==> config.mk <==
export PLATFORM = sky130hd
export DESIGN_NAME = clkpd_seq
export DESIGN_NICKNAME = d
export VERILOG_FILES = /design/src/rtl/clkpd_pkg.sv /design/src/rtl/clkpd_sync.sv /design/src/rtl/clkpd_gate.sv /design/src/rtl/clkpd_fsm.sv /design/src/rtl/clkpd_seq.sv
export SDC_FILE = /design/constraint.sdc
export NUM_CORES = 1
export LEC_CHECK = 0
export ABC_AREA = 1
export BUFFER_PORTS_ARGS = -buffer_cell sky130_fd_sc_hd__buf_4
export CAP_MARGIN = 20
export CORE_MARGIN = 3
export CORE_UTILIZATION = 49
export DETAILED_ROUTE_END_ITERATION = 8
export PLACE_DENSITY = 0.85
export SLEW_MARGIN = 20
export SYNTH_ARGS = -nofsm -noshare
export SYNTH_HDL_FRONTEND = slang
export SYNTH_SLANG_ARGS = --single-unit
==> constraint.sdc <==
create_clock -name clk -period 2.7 [get_ports clk]
set_input_delay 0.135 -clock clk [delete_from_list [all_inputs] [get_ports clk]]
set_output_delay 0.135 -clock clk [all_outputs]
set_load 0.05 [all_outputs]
==> src/rtl/clkpd_pkg.sv <==
package clkpd_pkg;
    typedef enum logic [2:0] {
        ST_PGWAIT,
        ST_LOCK,
        ST_RAMP,
        ST_RUN,
        ST_PARK,
        ST_OFF
    } seq_st_e;
endpackage

==> src/rtl/clkpd_sync.sv <==
// Two-stage synchronizer for the shared pin plus a history flop that
// qualifies a power-down request over two consecutive samples.
module clkpd_sync (
    input  logic clk,
    input  logic rst_n,
    input  logic pin,
    output logic pin_lvl,
    output logic pd_valid
);
    typedef struct packed {
        logic s1;
        logic s2;
        logic hist;
    } sync_t;

    sync_t r_d, r_q;

    always_comb begin
        r_d      = r_q;
        r_d.s1   = pin;
        r_d.s2   = r_q.s1;
        r_d.hist = r_q.s2;
    end

    always_ff @(posedge clk or negedge rst_n) begin
        if (!rst_n) begin
            r_q <= '{s1: 1'b1, s2: 1'b1, hist: 1'b0};
        end else begin
            r_q <= r_d;
        end
    end

    assign pin_lvl  = r_q.s2;
    assign pd_valid = r_q.s2 & r_q.hist;
endmodule

==> src/rtl/clkpd_gate.sv <==
// Enable flop for one output: it follows the request only at an edge
// where the source sits at its safe level.
module clkpd_gate (
    input  logic clk,
    input  logic rst_n,
    input  logic safe,
    input  logic want,
    output logic en
);
    logic en_d, en_q;

    always_comb begin
        en_d = en_q;
        if (safe) begin
            en_d = want;
        end
    end

    always_ff @(posedge clk or negedge rst_n) begin
        if (!rst_n) begin
            en_q <= 1'b0;
        end else begin
            en_q <= en_d;
        end
    end

    assign en = en_q;
endmodule

==> src/rtl/clkpd_fsm.sv <==
module clkpd_fsm
    import clkpd_pkg::*;
#(
    parameter int N   = 5,
    parameter int FSW = 3,
    localparam int AW = $clog2(N + 1)
) (
    input  logic           clk,
    input  logic           rst_n,
    input  logic           pin_lvl,
    input  logic           pd_valid,
    input  logic [FSW-1:0] strap,
    input  logic           pll_lock,
    input  logic [N-1:0]   en_vec,
    output logic [AW-1:0]  allow,
    output seq_st_e        st,
    output logic [FSW-1:0] fsel,
    output logic           osc_en,
    output logic           pll_en,
    output logic           wake_hi,
    output logic           all_run
);
    typedef struct packed {
        seq_st_e        st;
        logic [AW-1:0]  allow;
        logic [FSW-1:0] fsel;
    } fsm_t;

    fsm_t r_d, r_q;

    always_comb begin
        r_d = r_q;
        unique case (r_q.st)
            ST_PGWAIT: begin
                r_d.allow = '0;
                if (!pin_lvl) begin
                    r_d.fsel = strap;
                    r_d.st   = ST_LOCK;
                end
            end
            ST_LOCK: begin
                if (pd_valid) begin
                    r_d.st = ST_PARK;
                end else if (pll_lock) begin
                    r_d.st = ST_RAMP;
                end
            end
            ST_RAMP: begin
                if (pd_valid) begin
                    r_d.st    = ST_PARK;
                    r_d.allow = '0;
                end else begin
                    r_d.allow = r_q.allow + AW'(1);
                    if (r_q.allow == AW'(N - 1)) begin
                        r_d.st = ST_RUN;
                    end
                end
            end
            ST_RUN: begin
                if (pd_valid) begin
                    r_d.st    = ST_PARK;
                    r_d.allow = '0;
                end
            end
            ST_PARK: begin
                if (en_vec == '0) begin
                    r_d.st = ST_OFF;
                end
            end
            ST_OFF: begin
                if (!pin_lvl) begin
                    r_d.st = ST_LOCK;
                end
            end
            default: r_d.st = ST_PGWAIT;
        endcase
    end

    always_ff @(posedge clk or negedge rst_n) begin
        if (!rst_n) begin
            r_q <= '{st: ST_PGWAIT, allow: '0, fsel: '0};
        end else begin
            r_q <= r_d;
        end
    end

    assign allow   = r_q.allow;
    assign st      = r_q.st;
    assign fsel    = r_q.fsel;
    assign osc_en  = (r_q.st == ST_LOCK) || (r_q.st == ST_RAMP) ||
                     (r_q.st == ST_RUN)  || (r_q.st == ST_PARK);
    assign pll_en  = osc_en;
    assign wake_hi = (r_q.st == ST_LOCK) || (r_q.st == ST_RAMP);
    assign all_run = (r_q.st == ST_RUN) && (&en_vec);
endmodule

==> src/rtl/clkpd_seq.sv <==
module clkpd_seq
    import clkpd_pkg::*;
#(
    parameter int NSE   = 3,
    parameter int NDIFF = 2,
    parameter int FSW   = 3,
    parameter logic [NSE+NDIFF-1:0] STOP_MASK = 5'b01010
) (
    input  logic             clk,
    input  logic             rst_n,
    input  logic             pwr_pin,
    input  logic [FSW-1:0]   fsel_strap,
    input  logic             sw_run,
    input  logic [NDIFF-1:0] diff_mode,
    input  logic [NSE-1:0]   se_src,
    input  logic [NDIFF-1:0] diff_src,
    input  logic             pll_lock,
    output logic [NSE-1:0]   se_clk,
    output logic [NDIFF-1:0] dp_t,
    output logic [NDIFF-1:0] dp_t_oe,
    output logic [NDIFF-1:0] dp_c,
    output logic [NDIFF-1:0] dp_c_oe,
    output logic [FSW-1:0]   fsel_stat,
    output logic             osc_en,
    output logic             pll_en,
    output logic             all_run
);
    localparam int N  = NSE + NDIFF;
    localparam int AW = $clog2(N + 1);

    logic          pin_lvl;
    logic          pd_valid;
    logic [AW-1:0] allow;
    logic [N-1:0]  want;
    logic [N-1:0]  en;
    logic [N-1:0]  safe;
    logic          wake_hi;
    seq_st_e       st;

    clkpd_sync u_sync (
        .clk      (clk),
        .rst_n    (rst_n),
        .pin      (pwr_pin),
        .pin_lvl  (pin_lvl),
        .pd_valid (pd_valid)
    );

    clkpd_fsm #(.N(N), .FSW(FSW)) u_fsm (
        .clk      (clk),
        .rst_n    (rst_n),
        .pin_lvl  (pin_lvl),
        .pd_valid (pd_valid),
        .strap    (fsel_strap),
        .pll_lock (pll_lock),
        .en_vec   (en),
        .allow    (allow),
        .st       (st),
        .fsel     (fsel_stat),
        .osc_en   (osc_en),
        .pll_en   (pll_en),
        .wake_hi  (wake_hi),
        .all_run  (all_run)
    );

    // Output index order: single-ended first, then differential pairs.
    for (genvar i = 0; i < N; i++) begin : g_want
        assign want[i] = (allow > AW'(i)) && !(STOP_MASK[i] && !sw_run);
    end

    for (genvar i = 0; i < NSE; i++) begin : g_se
        assign safe[i] = !se_src[i];
        clkpd_gate u_gate (
            .clk   (clk),
            .rst_n (rst_n),
            .safe  (safe[i]),
            .want  (want[i]),
            .en    (en[i])
        );
        assign se_clk[i] = se_src[i] & en[i];
    end

    for (genvar j = 0; j < NDIFF; j++) begin : g_diff
        logic park_hi;
        assign safe[NSE+j] = diff_src[j];
        clkpd_gate u_gate (
            .clk   (clk),
            .rst_n (rst_n),
            .safe  (safe[NSE+j]),
            .want  (want[NSE+j]),
            .en    (en[NSE+j])
        );
        assign park_hi    = wake_hi || !diff_mode[j];
        assign dp_t[j]    = en[NSE+j] ? diff_src[j]  : park_hi;
        assign dp_t_oe[j] = en[NSE+j] | park_hi;
        assign dp_c[j]    = en[NSE+j] & ~diff_src[j];
        assign dp_c_oe[j] = en[NSE+j];
    end
endmodule

======== After elaboration in Yosys (flattened, before gate mapping) ========
Cells that the tools add are included.
storage, ports and cells
  flip-flop bits (word level) ............. 17
  input bits .............................. 15
  output and inout port bits .............. 17
  word-level logic and storage cells ...... 68
cells by class
  add/sub/neg operators ................... 1
  order comparisons ....................... 5
  equal/unequal tests ..................... 11
  multiplexer cells ....................... 11
  bitwise operators ....................... 11
  reductions and logical operators ........ 18
operators by type and width
  cell                                                                      number
  3-bit 2-to-1 mux                                                          5
  3-bit one-hot mux with 5 select lines                                     1
  6-bit 2-to-1 mux                                                          2
  5-bit AND reduction                                                       2
  3-bit == test (second input constant)                                     3
  3-bit one-hot mux with 3 select lines                                     1
  1-bit bitwise AND                                                         6
  3-bit by 2-bit == test with 1-bit output (second input constant)          2
  3-bit by 1-bit > comparator with 1-bit output (second input constant)     2
  3-bit by 2-bit > comparator with 1-bit output (second input constant)     2
  5-bit logical NOT                                                         1
  1-bit logical OR                                                          5
  2-bit inequality test (second input constant)                             2
  2-bit AND reduction                                                       2
  3-bit by 1-bit adder with 3-bit output (second input constant)            1
  3-bit by 1-bit == test with 1-bit output (second input constant)          1
  3-bit > comparator (second input constant)                                1
  1-bit logical AND                                                         3
  3-bit logical NOT                                                         1
  3-bit by 2-bit inequality test with 1-bit output (second input constant)  1
  3-bit inequality test (second input constant)                             1
  1-bit inverter                                                            3
  3-bit nonzero test                                                        1
  1-bit logical NOT                                                         2
  4 further kinds                                                           6

======== Logic depth before layout (Yosys ltp) ========
  depth in word-level cells ............... 4
  gate-level depth with buffers ........... 9

======== Cells and area by module ========
A second synthesis with hierarchy kept.
unflattened totals
  cells, all modules ...................... 148
  area total of the unflattened synthesis .. 1,084.8 um^2
modules (own cells, without submodules)
  module      instances  cells an instance  area an instance (um^2)
  clkpd_fsm   1          81                 640.6
  clkpd_gate  5          5                  40.0
  clkpd_seq   1          37                 158.9
  clkpd_sync  1          5                  85.1

======== Worst setup path before layout ========
Ideal clock, no wire load.
  path type ............................... reg-to-output
  start point ............................. reg u_fsm.r_q (netlist bit u_fsm.st[1])
  end point ............................... out all_run
  arrival ................................. 1.987 ns
  data required time ...................... 2.565 ns
  path slack .............................. 0.578 ns
  cell stages (with the launch flop) ...... 3
  buffers on the path ..................... 0
  path through ............................ dfrtp_1 nand2_1 nor4_1
on the way
  longest elaborated chain between the ends .. 2
ends and longest elaborated chain
  item                                      line             RTL
  from (decl)                               clkpd_fsm.sv:29  fsm_t r_d, r_q;
  from (signal assigned)                    clkpd_fsm.sv:81  r_q <= '{st: ST_PGWAIT, allow: '0, fsel: '0};
  from (signal assigned)                    clkpd_fsm.sv:83  r_q <= r_d;
  3-bit by 2-bit == test with 1-bit output  clkpd_fsm.sv:94  assign all_run = (r_q.st == ST_RUN) && (&en_vec);
  1-bit logical AND                         clkpd_fsm.sv:94
  to (decl)                                 clkpd_seq.sv:26  output logic all_run
Every way passes these cells.

======== Worst setup path after layout ========
  start point ............................. reg u_fsm.r_q (netlist bit u_fsm.st[1])
  end point ............................... out dp_t[0]
on the way
  longest elaborated chain between the ends .. 4
  elaborated cells on any way between the ends .. 5
  classes of those cells .................. eq/ne: 2; mux: 1; reduce/logical: 2
ends and longest elaborated chain
  item                                                                                                  line             RTL
  3-bit by 1-bit == test with 1-bit output or 3-bit by 2-bit == test with 1-bit output (tied branches)  clkpd_fsm.sv:93  assign wake_hi = (r_q.st == ST_LOCK) || (r_q.st == ST_RAMP);
  1-bit logical OR (*)                                                                                  clkpd_fsm.sv:93
  1-bit logical OR (*)                                                                                  clkpd_seq.sv:92  assign park_hi = wake_hi || !diff_mode[j];
  1-bit 2-to-1 mux (*)                                                                                  clkpd_seq.sv:93  assign dp_t[j] = en[NSE+j] ? diff_src[j] : park_hi;
  to (decl)                                                                                             clkpd_seq.sv:19  output logic [NDIFF-1:0] dp_t,
Mark *: on every way between the ends. The rest lies on a longest branch, timed or not.

==> flow_summary.json <==
{
  "final_antenna_net_count": 0,
  "initial_core_util": 0.545,
  "grt_overflow": 0,
  "outcome": "finished, final reports clean",
  "vias": 920,
  "syn_inst": 119,
  "drc_errors": 0,
  "postCtsResizedCells": 0,
  "irDropWorstVdd_uv": 696,
  "wl_per_cell_um": 12.3,
  "worst-slew-pin-transition_ps": 273,
  "final_nets": 173,
  "post-route-period-util": 0.599,
  "path_max_fanout": 5,
  "critPathSlowestCell": "dfrtp_1",
  "min_period_ps": 1620,
  "slowest_delay_ps": 450,
  "ys_seq_area_frac": 0.436,
  "root_buffer": "clkbuf_4",
  "placed_cell_area_mm2": 0.00121,
  "endpoint_kind": "output port",
  "cap_violations": 0,
  "placementRows": 15,
  "worstHoldPathType": "primary input to flop",
  "cp.required_ps": 2570,
  "p_leak_nw": 0.708,
  "track_usage": 0.193,
  "ctsHoldBuffers": 2,
  "slew-limit-headroom": 0.816,
  "hpwl_mm": 1.74,
  "firstDrtPassIters": 4,
  "setup_violations": 0,
  "insertion_delay_ps": 300,
  "crit_chain": "inv_2, nand2_2, nand3_1, a31oi_1, buf_4",
  "cp.arrival_ps": 1480,
  "cts_buffer_depth": 2,
  "grt_pass1_wl_mm": 3.77,
  "numCtsBuffers": 3,
  "num_antenna_cells": 0,
  "synth_area_um2": 982,
  "die_h_um": 50.8,
  "hold_violations": 0,
  "stdcell_area_mm2": 0.00126,
  "cts_sinks": 17,
  "drt_iter0_markers": 27,
  "power_density_mw_per_mm2": 1080,
  "io_pins": 32,
  "die-area_mm2": 0.00258,
  "fin_setup_tns_ps": 0,
  "grt_pass1_vias": 930,
  "core-area_mm2": 0.00180,
  "rrSetupSlack_ps": 1300,
  "synth_area_per_cell_um2": 8.25,
  "clk_pin_slew_ps": 100,
  "totalWireLength_mm": 2.17,
  "skew_ps": 4.53,
  "gp_congestion": 0.856,
  "die_w_um": 50.8,
  "synth_cell_types": 23,
  "syn-num-nets": 139,
  "crit_path_start_kind": "flop",
  "antenna_found_initial": 0,
  "synth_seq_cells": 17,
  "ys_warn_count": 0,
  "tritoncts": "built",
  "slew_viol_final": 0,
  "vias_per_cell": 5.20,
  "synthToLayoutAreaGrowth_pct": 28.0,
  "max_freq_mhz": 618,
  "fillers": 157,
  "grt_start_max_net_pins": 18,
  "drive_above_1_share": 0.316,
  "cts_max_level": 1,
  "port_buffers": 31,
  "rsz0062_at_grt": "no",
  "critical_path_class": "flop to output port",
  "postCtsSetupBuffers": 0
}
==> flip-flops by register name, summed over array words and instances (netlist names) <==
name and count:
u_fsm.allow 3, u_sync.r_d 1, u_fsm.fsel 3, g_diff.u_gate.en 2
u_sync.r_q 1, u_sync.pin_lvl 1, g_se.u_gate.en 3, u_fsm.st 3
==> worst max-delay path: cells and delay by family (launching register included) <==
family / cells / cell delay, ps
AO/OA/AOI/OAI: 1 / 190
AND/OR/NAND/NOR: 2 / 250
flip-flops: 1 / 450
buffers and inverters: 2 / 290
==> per-stage QoR <==
step,setup slack [ps],std cells,hold WS (ps),utilization,power (mW)
after floorplan,578,119,-161,-,1.03
after global placement,1380,171,6.38,0.672,1.21
after detailed placement,1360,171,9.59,0.672,1.22
after CTS,1080,177,19.6,0.698,1.37
after global routing,916,177,29.1,0.698,1.47
final,1080,177,23.0,0.698,1.36
==> cell usage after synthesis <==
master | count | area, µm²
a21oi_1 | 3 | 15.0
a31o_2 | 2 | 17.5
a31oi_1 | 2 | 12.5
buf_4 | 3 | 22.5
clkbuf_8 | 1 | 13.8
dfrtp_1 | 15 | 375
dfstp_2 | 2 | 52.6
ha_1 | 5 | 62.6
inv_1 | 16 | 60.1
inv_2 | 3 | 11.3
mux2_2 | 3 | 33.8
nand2_1 | 22 | 82.6
nand2_2 | 1 | 6.26
nand3_1 | 13 | 65.1
nand4_1 | 4 | 25.0
nor2_1 | 11 | 41.3
nor2_4 | 1 | 11.3
nor4_1 | 1 | 6.26
o211ai_1 | 1 | 7.51
o21ai_0 | 5 | 25.0
o21bai_1 | 3 | 22.5
o22ai_1 | 1 | 6.26
or2_2 | 1 | 6.26
==> path summary, 6_finish.rpt <==
path,depth (start not counted),startpoint,endpoint
worst max-delay path,5,u_fsm.st[1]$_DFFE_PN0P_,dp_t[0]
worst min-delay path,2,se_src[1],g_se[1].u_gate.en$_DFFE_PN0N_
worst max register to register,8,u_fsm.st[2]$_DFFE_PN0P_,u_fsm.st[0]$_DFFE_PN0P_
worst min register to register,0,u_sync.r_d[1]$_DFF_PN1_,u_sync.pin_lvl$_DFF_PN1_
max in group asynchronous,2,rst_n,u_sync.r_d[1]$_DFF_PN1_
min in group asynchronous,2,rst_n,u_fsm.allow[1]$_DFFE_PN0P_
==> layout make-up <==
class / instances / area [µm²] / area share
Inverter: 19 / 71.3 / 0.0567
Clock buffer: 3 / 22.5 / 0.0179
Sequential cell: 17 / 428 / 0.340
Clock inverter: 1 / 5.00 / 0.00398
Tap cell: 25 / 31.3 / 0.0249
Timing Repair Buffer: 33 / 253 / 0.201
Multi-Input combinational cell: 79 / 447 / 0.355
==> placed cells by master, fill, tap and decap left out <==
cell type | netlist | final
dlygate4sd3_1 | 0 | 2
ha_1 | 5 | 5
o22ai_1 | 1 | 1
or2_2 | 1 | 1
o21ai_0 | 5 | 5
mux2_2 | 3 | 3
dfrtp_1 | 15 | 15
nand2_2 | 1 | 1
nor4_1 | 1 | 1
nand3_1 | 13 | 13
o21bai_1 | 3 | 3
buf_4 | 3 | 31
a31oi_1 | 2 | 2
inv_1 | 16 | 16
a21oi_1 | 3 | 3
nand4_1 | 4 | 4
nor2_4 | 1 | 1
inv_2 | 3 | 3
nand2_1 | 22 | 22
o211ai_1 | 1 | 1
dfstp_2 | 2 | 2
nor2_1 | 11 | 11
a31o_2 | 2 | 2
clkinv_2 | 0 | 1
clkbuf_4 | 0 | 3
==> metal layers <==
layer	routed length, µm	up-vias	part of all wire	GRT usage
met3	171	5	0.079	0.0297
li1	-	454	-	-
met1	931	414	0.43	0.219
met4	42	0	0.019	0.0942
met5	0	-	0	0
met2	1020	47	0.47	0.350
==> cell families (layout without fill, tap and decap cells) <==
group,after synthesis,count (layout),synth area share
and+or+nand+nor,54,54,0.248
buffers and inverters,23,56,0.110
AOI/OAI and AO/OA,17,17,0.108
DFF,17,17,0.436
adders and majority gates,5,5,0.0637
muxes,3,3,0.0344
==> report_power, final <==
group	internal (mW)	total [mW]	switching [mW]
Sequential	0.327	0.387	0.0604
Combinational	0.266	0.836	0.570
Clock	0.0553	0.140	0.0847
Total	0.648	1.36	0.715
(Power assumes the default switching activity.)
